`src/rtl/i2sgen_pkg.sv`:
```
package i2sgen_pkg;
  localparam int unsigned BYTE_W = 8;

  // What a given slot of the frame carries on the data line
  typedef enum logic [1:0] {
    ROLE_PAD   = 2'd0,
    ROLE_LEFT  = 2'd1,
    ROLE_RIGHT = 2'd2
  } slot_role_e;
endpackage

```
`src/rtl/i2sgen_clkgen.sv`:
```
// Bit-clock divider and frame slot counter.
module i2sgen_clkgen #(
  parameter  int unsigned DIV    = 4,
  parameter  int unsigned SLOTS  = 64,
  localparam int unsigned SLOT_W = $clog2(SLOTS),
  localparam int unsigned PH_W   = $clog2(DIV)
) (
  input  logic              clk,
  input  logic              rst,
  output logic              adv_o,
  output logic [SLOT_W-1:0] slot_o,
  output logic [SLOT_W-1:0] slot_nxt_o,
  output logic              sck_o
);
  logic [PH_W-1:0]   ph_q;
  logic [SLOT_W-1:0] slot_q;
  logic              sck_q;

  // last master-clock cycle of a slot: SCK falls and the slot advances
  assign adv_o      = (ph_q == PH_W'(DIV - 1));
  assign slot_nxt_o = (slot_q == SLOT_W'(SLOTS - 1)) ? '0 : slot_q + 1'b1;
  assign slot_o     = slot_q;
  assign sck_o      = sck_q;

  always_ff @(posedge clk) begin
    if (rst) begin
      ph_q   <= '0;
      slot_q <= '0;
      sck_q  <= 1'b0;
    end else begin
      ph_q <= adv_o ? '0 : ph_q + 1'b1;
      if (adv_o)
        slot_q <= slot_nxt_o;
      if (ph_q == PH_W'(DIV / 2 - 1))
        sck_q <= 1'b1;
      else if (adv_o)
        sck_q <= 1'b0;
    end
  end
endmodule

```
`src/rtl/i2sgen_fetch.sv`:
```
// Strobes the FIFO at fixed slots, stages the bytes, hands them over at the frame edge.
module i2sgen_fetch
  import i2sgen_pkg::*;
#(
  parameter  int unsigned SLOTS      = 64,
  parameter  int unsigned SAMPLE_W   = 16,
  parameter  int unsigned FIRST_SLOT = 44,
  parameter  int unsigned STRIDE     = 2,
  localparam int unsigned SLOT_W     = $clog2(SLOTS),
  localparam int unsigned BPS        = SAMPLE_W / BYTE_W,
  localparam int unsigned BYTES      = 2 * BPS
) (
  input  logic                clk,
  input  logic                rst,
  input  logic                adv,
  input  logic [SLOT_W-1:0]   slot,
  input  logic [SLOT_W-1:0]   slot_nxt,
  input  logic                fifo_ready,
  input  logic [BYTE_W-1:0]   fifo_data,
  output logic                rd_n_o,
  output logic [SAMPLE_W-1:0] play_l_o,
  output logic [SAMPLE_W-1:0] play_r_o
);
  logic [BYTES-1:0]    hit_nxt;
  logic [BYTES-1:0]    hit_cur;
  logic [BYTE_W-1:0]   stage_q [BYTES];
  logic [SAMPLE_W-1:0] stage_l, stage_r;
  logic                take_q;
  logic                rd_n_q;

  for (genvar b = 0; b < BYTES; b++) begin : g_byte
    localparam int unsigned SLOT_B = FIRST_SLOT + b * STRIDE;
    assign hit_nxt[b] = (slot_nxt == SLOT_W'(SLOT_B));
    assign hit_cur[b] = (slot == SLOT_W'(SLOT_B));

    always_ff @(posedge clk) begin
      if (rst)
        stage_q[b] <= '0;
      else if (adv && hit_nxt[0] && !fifo_ready)
        stage_q[b] <= '0;
      else if (adv && hit_cur[b] && !rd_n_q)
        stage_q[b] <= fifo_data;
    end
  end

  // little-endian assembly: low byte first, left before right
  always_comb begin
    for (int i = 0; i < BPS; i++) begin
      stage_l[i*BYTE_W +: BYTE_W] = stage_q[i];
      stage_r[i*BYTE_W +: BYTE_W] = stage_q[BPS + i];
    end
  end

  // ready is taken once per frame; the remaining strobes follow that decision
  always_ff @(posedge clk) begin
    if (rst) begin
      take_q <= 1'b0;
      rd_n_q <= 1'b1;
    end else if (adv) begin
      if (hit_nxt[0]) begin
        take_q <= fifo_ready;
        rd_n_q <= !fifo_ready;
      end else begin
        rd_n_q <= !(take_q && (|hit_nxt[BYTES-1:1]));
      end
    end
  end

  always_ff @(posedge clk) begin
    if (rst) begin
      play_l_o <= '0;
      play_r_o <= '0;
    end else if (adv && slot_nxt == '0) begin
      play_l_o <= stage_l;
      play_r_o <= stage_r;
    end
  end

  assign rd_n_o = rd_n_q;
endmodule

```
`src/rtl/i2sgen_serial.sv`:
```
// Selects the data bit for each slot and registers LRCK and SD.
module i2sgen_serial
  import i2sgen_pkg::*;
#(
  parameter  int unsigned SLOTS    = 64,
  parameter  int unsigned SAMPLE_W = 16,
  localparam int unsigned SLOT_W   = $clog2(SLOTS),
  localparam int unsigned POS_W    = SLOT_W - 1
) (
  input  logic                clk,
  input  logic                rst,
  input  logic                adv,
  input  logic [SLOT_W-1:0]   slot_nxt,
  input  logic [SAMPLE_W-1:0] play_l,
  input  logic [SAMPLE_W-1:0] play_r,
  output logic                lrck_o,
  output logic                sd_o
);
  logic [POS_W-1:0]    pos;
  logic                right_half;
  logic [SAMPLE_W-1:0] word;
  logic                bit_d;
  slot_role_e          role;

  assign pos        = slot_nxt[POS_W-1:0];
  assign right_half = slot_nxt[SLOT_W-1];
  assign word       = right_half ? play_r : play_l;

  always_comb begin
    bit_d = 1'b0;
    role  = ROLE_PAD;
    for (int i = 0; i < SAMPLE_W; i++) begin
      if (pos == POS_W'(i + 1)) begin
        bit_d = word[SAMPLE_W-1-i];
        role  = right_half ? ROLE_RIGHT : ROLE_LEFT;
      end
    end
    if (role == ROLE_PAD)
      bit_d = 1'b0;
  end

  always_ff @(posedge clk) begin
    if (rst) begin
      lrck_o <= 1'b0;
      sd_o   <= 1'b0;
    end else if (adv) begin
      lrck_o <= right_half;
      sd_o   <= bit_d;
    end
  end
endmodule

```
`src/rtl/i2s_fifo_player.sv`:
```
module i2s_fifo_player #(
  parameter  int unsigned MCLK_PER_SCK  = 4,
  parameter  int unsigned FRAME_SLOTS   = 64,
  parameter  int unsigned SAMPLE_W      = 16,
  parameter  int unsigned RD_FIRST_SLOT = 44,
  parameter  int unsigned RD_STRIDE     = 2,
  localparam int unsigned SLOT_W        = $clog2(FRAME_SLOTS)
) (
  input  logic       clk,
  input  logic       rst,
  input  logic       fifo_ready,
  input  logic [7:0] fifo_data,
  output logic       fifo_rd_n,
  output logic       i2s_sck,
  output logic       i2s_lrck,
  output logic       i2s_sd
);
  logic                adv;
  logic [SLOT_W-1:0]   slot, slot_nxt;
  logic [SAMPLE_W-1:0] play_l, play_r;

  i2sgen_clkgen #(
    .DIV   (MCLK_PER_SCK),
    .SLOTS (FRAME_SLOTS)
  ) u_clkgen (
    .clk        (clk),
    .rst        (rst),
    .adv_o      (adv),
    .slot_o     (slot),
    .slot_nxt_o (slot_nxt),
    .sck_o      (i2s_sck)
  );

  i2sgen_fetch #(
    .SLOTS      (FRAME_SLOTS),
    .SAMPLE_W   (SAMPLE_W),
    .FIRST_SLOT (RD_FIRST_SLOT),
    .STRIDE     (RD_STRIDE)
  ) u_fetch (
    .clk        (clk),
    .rst        (rst),
    .adv        (adv),
    .slot       (slot),
    .slot_nxt   (slot_nxt),
    .fifo_ready (fifo_ready),
    .fifo_data  (fifo_data),
    .rd_n_o     (fifo_rd_n),
    .play_l_o   (play_l),
    .play_r_o   (play_r)
  );

  i2sgen_serial #(
    .SLOTS    (FRAME_SLOTS),
    .SAMPLE_W (SAMPLE_W)
  ) u_serial (
    .clk      (clk),
    .rst      (rst),
    .adv      (adv),
    .slot_nxt (slot_nxt),
    .play_l   (play_l),
    .play_r   (play_r),
    .lrck_o   (i2s_lrck),
    .sd_o     (i2s_sd)
  );
endmodule

```
`config.mk`:
```
export PLATFORM = sky130hd
export DESIGN_NAME = i2s_fifo_player
export DESIGN_NICKNAME = d
export VERILOG_FILES = /design/src/rtl/i2sgen_pkg.sv /design/src/rtl/i2sgen_clkgen.sv /design/src/rtl/i2sgen_fetch.sv /design/src/rtl/i2sgen_serial.sv /design/src/rtl/i2s_fifo_player.sv
export SDC_FILE = /design/constraint.sdc
export NUM_CORES = 1
export LEC_CHECK = 0
export CORE_ASPECT_RATIO = 0.75
export CORE_UTILIZATION = 61
export CTS_CLUSTER_SIZE = 28
export DETAILED_ROUTE_END_ITERATION = 10
export PLACE_DENSITY = 0.89
export SLEW_MARGIN = 15
export SYNTH_ARGS = -nofsm -noshare
export SYNTH_HDL_FRONTEND = slang
export SYNTH_SLANG_ARGS = --single-unit
```
`constraint.sdc`:
```
create_clock -name clk -period 3.85 [get_ports clk]
set_clock_uncertainty 0.15 [all_clocks]
set_input_delay 0.5775 -clock clk [delete_from_list [all_inputs] [get_ports clk]]
set_output_delay 0.5775 -clock clk [all_outputs]
set_load 0.01 [all_outputs]
```
**Word level (Yosys, flattened, before mapping)**

Memory sizes are Yosys's and may differ from the RTL's. A register that Yosys moved wholly into a read port is not among the register bits.
Index checks and enable logic that the tools add are counted.

- Bits of input ports: 11
- Memories kept: 1
- Logic and storage cells: 134
- Register bits: 13
- Bits in writable memories: 32
- Output and inout port bits: 4

- Reductions and logical operators: 21
- $add $sub $neg: 2
- Equal/unequal tests: 27
- Bitwise operators: 8
- Multiplexer cells: 68

Memory list:

| memory | depth | bits a word | read ports | clocked after Yosys merged registers in | wr ports | line | RTL |
|---|---|---|---|---|---|---|---|
| u_fetch.stage_q | 4 | 8 | 4 | 4 | 4 | i2sgen_fetch.sv:26 | `logic [BYTE_W-1:0] stage_q [BYTES];` |

Operator list:

| cell | count |
|---|---|
| $mux 8 | 8 |
| $eq 6x6->1 const B | 9 |
| $mux 1 | 41 |
| $eq 5x4->1 const B | 8 |
| $mux 2 | 17 |
| $eq 5x3->1 const B | 4 |
| $mux 16 | 1 |
| $logic_and 1x1->1 | 12 |
| $eq 5x2->1 const B | 2 |
| $or 1x1->1 | 8 |
| $add 6x1->6 const B | 1 |
| $logic_not 6->1 | 1 |
| $mux 6 | 1 |
| $eq 5x1->1 const B | 1 |
| $eq 5x5->1 const B | 1 |
| $logic_not 1->1 | 3 |
| $reduce_or 3->1 | 1 |
| $add 2x1->2 const B | 1 |
| $eq 2x1->1 const B | 1 |
| $eq 2x2->1 const B | 1 |
| $logic_not 2->1 | 1 |
| $reduce_and 2->1 | 1 |
| $reduce_bool 2->1 | 1 |
| $reduce_or 2->1 | 1 |

**Longest topological paths before layout**

- Depth in word-level cells: 21
- Depth in mapped cells: 11
- Gate-level depth less buffers: 9

**Hierarchy**

A second synthesis with hierarchy kept.

- Cell total of the unflattened synthesis: 370
- Area total of the unflattened synthesis: 3683.5 um2

By module, submodules not included:

| module | cells each | area each (um2) | instances | seq. area each (um2) |
|---|---|---|---|---|
| i2sgen_fetch | 254 | 2662.6 | 1 | 1641.6 |
| i2sgen_serial | 61 | 549.3 | 1 | 40.0 |
| i2sgen_clkgen | 55 | 471.7 | 1 | 180.2 |

**Least setup slack after synthesis**

OpenSTA, ideal clock, no wires.

- Kind: register -> register
- From: register u_clkgen.slot_q[0], in the netlist u_clkgen.slot_o[0]
- To: memory u_fetch.stage_q[2][0], enable pin
- Required time: 3.398 ns
- Clock period less this slack: 2.690 ns
- Buffers on the path: 2
- Arrival time: 2.237 ns
- Cell stages (with the launch flop): 10
- Setup slack: 1.160 ns
- Setup time: 0.302 ns
- Path through: dfxtp_1 > ha_1 > buf_2 > nand3_1 > xor2_2 > nand3_1 > o31a_1 > and4_1 > buf_2 > nand2b_1

RTL lines:

| what | line | RTL |
|---|---|---|
| from (decl) | i2sgen_clkgen.sv:16 | `logic [SLOT_W-1:0] slot_q;` |
| from (signal assigned) | i2sgen_clkgen.sv:33 | `slot_q <= slot_nxt_o;` |
| to (decl) | i2sgen_fetch.sv:26 |  |

==> results by group <==
Clocking
  – CTS tree: built
  – Clock latency at the later pin of the worst-skew pair: approximately 350 ps
  – CTS Root Cell: clkbuf_8
  – CTS Buf Count: 9
  – Max Buffers Root-to-Sink: 2
  – CTS resizes: 0
  – H-tree depth: 3
  – CTS Sinks: 76
  – Post-CTS Setup Bufs: 0
  – Clk pin slew, worst setup/hold paths: about 70 ps
  – # hold bufs at CTS: 0

Drt
  – TritonRoute pass-1 iters: 6
  – Vias per Instance: 6.304
  – Initial drt markers: roughly 390
  – Drc violations: 0
  – Vias: 3133
  – ANT nets after route: 0
  – Final WL: 9.025 mm
  – DR WL/cell: 18.16 um

Power
  – PwrDens: 388.3 nW/um2
  – P_leak: 1.408 nW
  – Peak supply drop: between 0.3 and 0.4 mV

Yosys
  – Synth Net Count: 432
  – Syn avg cell area: 9.275 um2
  – Synth warnings: 0
  – Unique masters post-synth: 68
  – Post-synth EDFFs: 32
  – Synth top area cells: edfxtp_1, dfxtp_1, nand2_1
  – Sequential area share after synthesis: between 40% and 50%
  – Post-synth top cells: nand2_1, dfxtp_1, a21oi_1
  – Post-synthesis cell area: 3840 um2
  – Ys flop type: dfxtp_1
  – Cell taking the most area after synthesis: edfxtp_1
  – Most common cell in the netlist: nand2_1
  – Synth Instances: between 400 and 500
  – Synth async-reset ratio: 0%
  – #FFs+latches synth: 76
  – Fraction of synthesized cell area taken by the top area cell type: around a quarter

Worst setup path
  – Critical Path End Type: flop
  – Crit path buffers/inverters: 0
  – Top delay family on crit path: simple AND/OR/NAND/NOR gates
  – WP data required: 3710 ps
  – Slowest CP cell: ha_1
  – Arrival @ worst endpoint: 3420 ps
  – Critical path class: reg -> reg
  – Worst-path maximum fanout: 14
  – Crit-path cells: ha_1 > a21oi_2 > o21ai_4 > nand2_2 > nand2_1 > o31a_1 > and4_1 > nand2b_1
  – Startpoint Class: flop
  – CP peak stage delay: 560 ps

STA
  – Final min period: between 3000 and 4000 ps
  – Slew Limit Fails: 0
  – Final Hold Fails: 0
  – Final critical-path share of the clock period: between 90% and 100%
  – RSZ-0062 raised after global routing: false
  – FMAX: 0.2807 GHz
  – Max-slew headroom: 54.12%
  – Setup TNS: 0 ps
  – Setup violations, final: 0
  – Measured slew at the worst slew-check pin: 687.3 ps
  – Min Hold Slack: approximately 310 ps

Global route
  – Largest net degree at the start of global routing: 43
  – Vias in the first global route: 2944
  – First-pass GRT wire length: 14.23 mm
  – Total gr overflow: 0
  – All-Layer GR Usage: 28.72%
  – Initial antenna violation count: 0

Place
  – Post-DP HPWL: 6.208 mm
  – GP Congestion: 0.9596
  – Area of placed instances: 3971 um2
  – Port-buffer cells: 14

Die
  – Ports: 15
  – Die Span X: approximately 94 um
  – Die height: 70.71 um
  – Core area: 5946 um2
  – Num rows: 24
  – Initial core utilization: 64.58%
  – Die area: 6620 um2

Job
  – Max-Cap Viols: 0

Layout
  – Post-layout util: 70.45%
  – Layout area overhead: 9.091%
  – Diode count: 0
  – Final Cell Area: 4189 um2
  – Layout cells sized above 1: 7.637%
  – Fill cells: between 400 and 500
  – Post-layout net count: roughly 430

Worst hold path
  – Hold Path Class: reg -> reg

Run status
  – Outcome: completed
==> kinds of logic after synthesis <==
family | after synthesis | share of synthesized area [%]
AO/OA/AOI/OAI | 99 | 18.05
multiplexers | 8 | 2.085
AND/OR/NAND/NOR | 178 | 23.20
adder cells (fa/ha/maj) | 7 | 2.281
buffers and inverters | 42 | 5.115
flip-flops | 76 | 47.96
XOR/XNOR | 4 | 1.304
==> sequential cells by signal, indices dropped and copies added (netlist names) <==
name              count
u_clkgen.ph_q         2
u_clkgen.sck_o        1
u_clkgen.slot_o       6
u_fetch.play_l_o     16
u_fetch.play_r_o     16
u_fetch.rd_n_o        1
u_fetch.stage_q      32
u_fetch.take_q        1
u_serial.sd_o         1
==> report_power, final <==
group	internal (mW)	switching [mW]	leakage, nW	total (mW)
logic	0.0398	0.0599	0.616	0.0997
clock network	0.379	0.282	0.107	0.661
registers	0.854	0.0110	0.686	0.865
total	1.27	0.353	1.41	1.63
==> routing by layer <==
metal	up-vias	wire (um)	GRT usage, %
met5	-	0	3.788
li1	1467	-	-
met1	1483	3772	37.17
met3	29	747	6.559
met4	0	262	13.33
met2	154	4242	45.75
==> cell type report <==
cell class | instances | area (um2) | area share [%]
clock buffer | 11 | 141.4 | 3.375
clock inverter | 5 | 76.32 | 1.822
inverter | 10 | 37.54 | 0.8961
multi-input combinational | 296 | 1802 | 43.01
sequential | 76 | 1842 | 43.97
tap | 78 | 97.59 | 2.330
timing repair buffer | 21 | 192.7 | 4.600
==> per-stage QoR <==
stage          std cells  setup WS [ps]  power (mW)
2_1_floorplan        414           1160      0.9429
4_1_cts              497          359.3       1.628
6_report             497          286.9       1.626
3_5_place_dp         481          413.8      0.9793
3_3_place_gp         481          631.6      0.9761
5_1_grt              497          85.19       1.672
==> cells in the final DEF, fill, tap and decap left out, drive strengths merged, types with 4 or more instances in the layout <==
master         count
nand2b             7
clkbuf            11
a211o              5
edfxtp            32
and2              36
dfxtp             44
a21oi             41
o22ai              4
and4               4
ha                 7
mux2i              8
nor2              19
nand3              6
a21boi             5
inv                9
nand2             81
o21ai              4
clkdlybuf4s50     14
buf                7
nor3              10
o32ai              4
==> path summary, 6_finish.rpt <==
path,from,endpoint,slack (ps),cells past startpoint
max reg2reg,u_clkgen.slot_o[1]$_SDFFE_PP0P_,u_fetch.stage_q[0][5]$_SDFFCE_PN0P_,290,8
max,u_clkgen.slot_o[1]$_SDFFE_PP0P_,u_fetch.stage_q[0][5]$_SDFFCE_PN0P_,290,8
min reg2reg,u_fetch.play_l_o[14]$_SDFFE_PP0P_,u_fetch.play_l_o[14]$_SDFFE_PP0P_,310,2
min,u_fetch.play_l_o[14]$_SDFFE_PP0P_,u_fetch.play_l_o[14]$_SDFFE_PP0P_,310,2
==> worst reg2reg max path, stage by stage, from the launching register on <==
cell and delay [ps]:
dfxtp_1 550, ha_1 560, a21oi_2 200, o21ai_4 280, nand2_2 180, nand2_1 130, o31a_1 390, and4_1 400
nand2b_1 380
(Power assumes the default switching activity.)
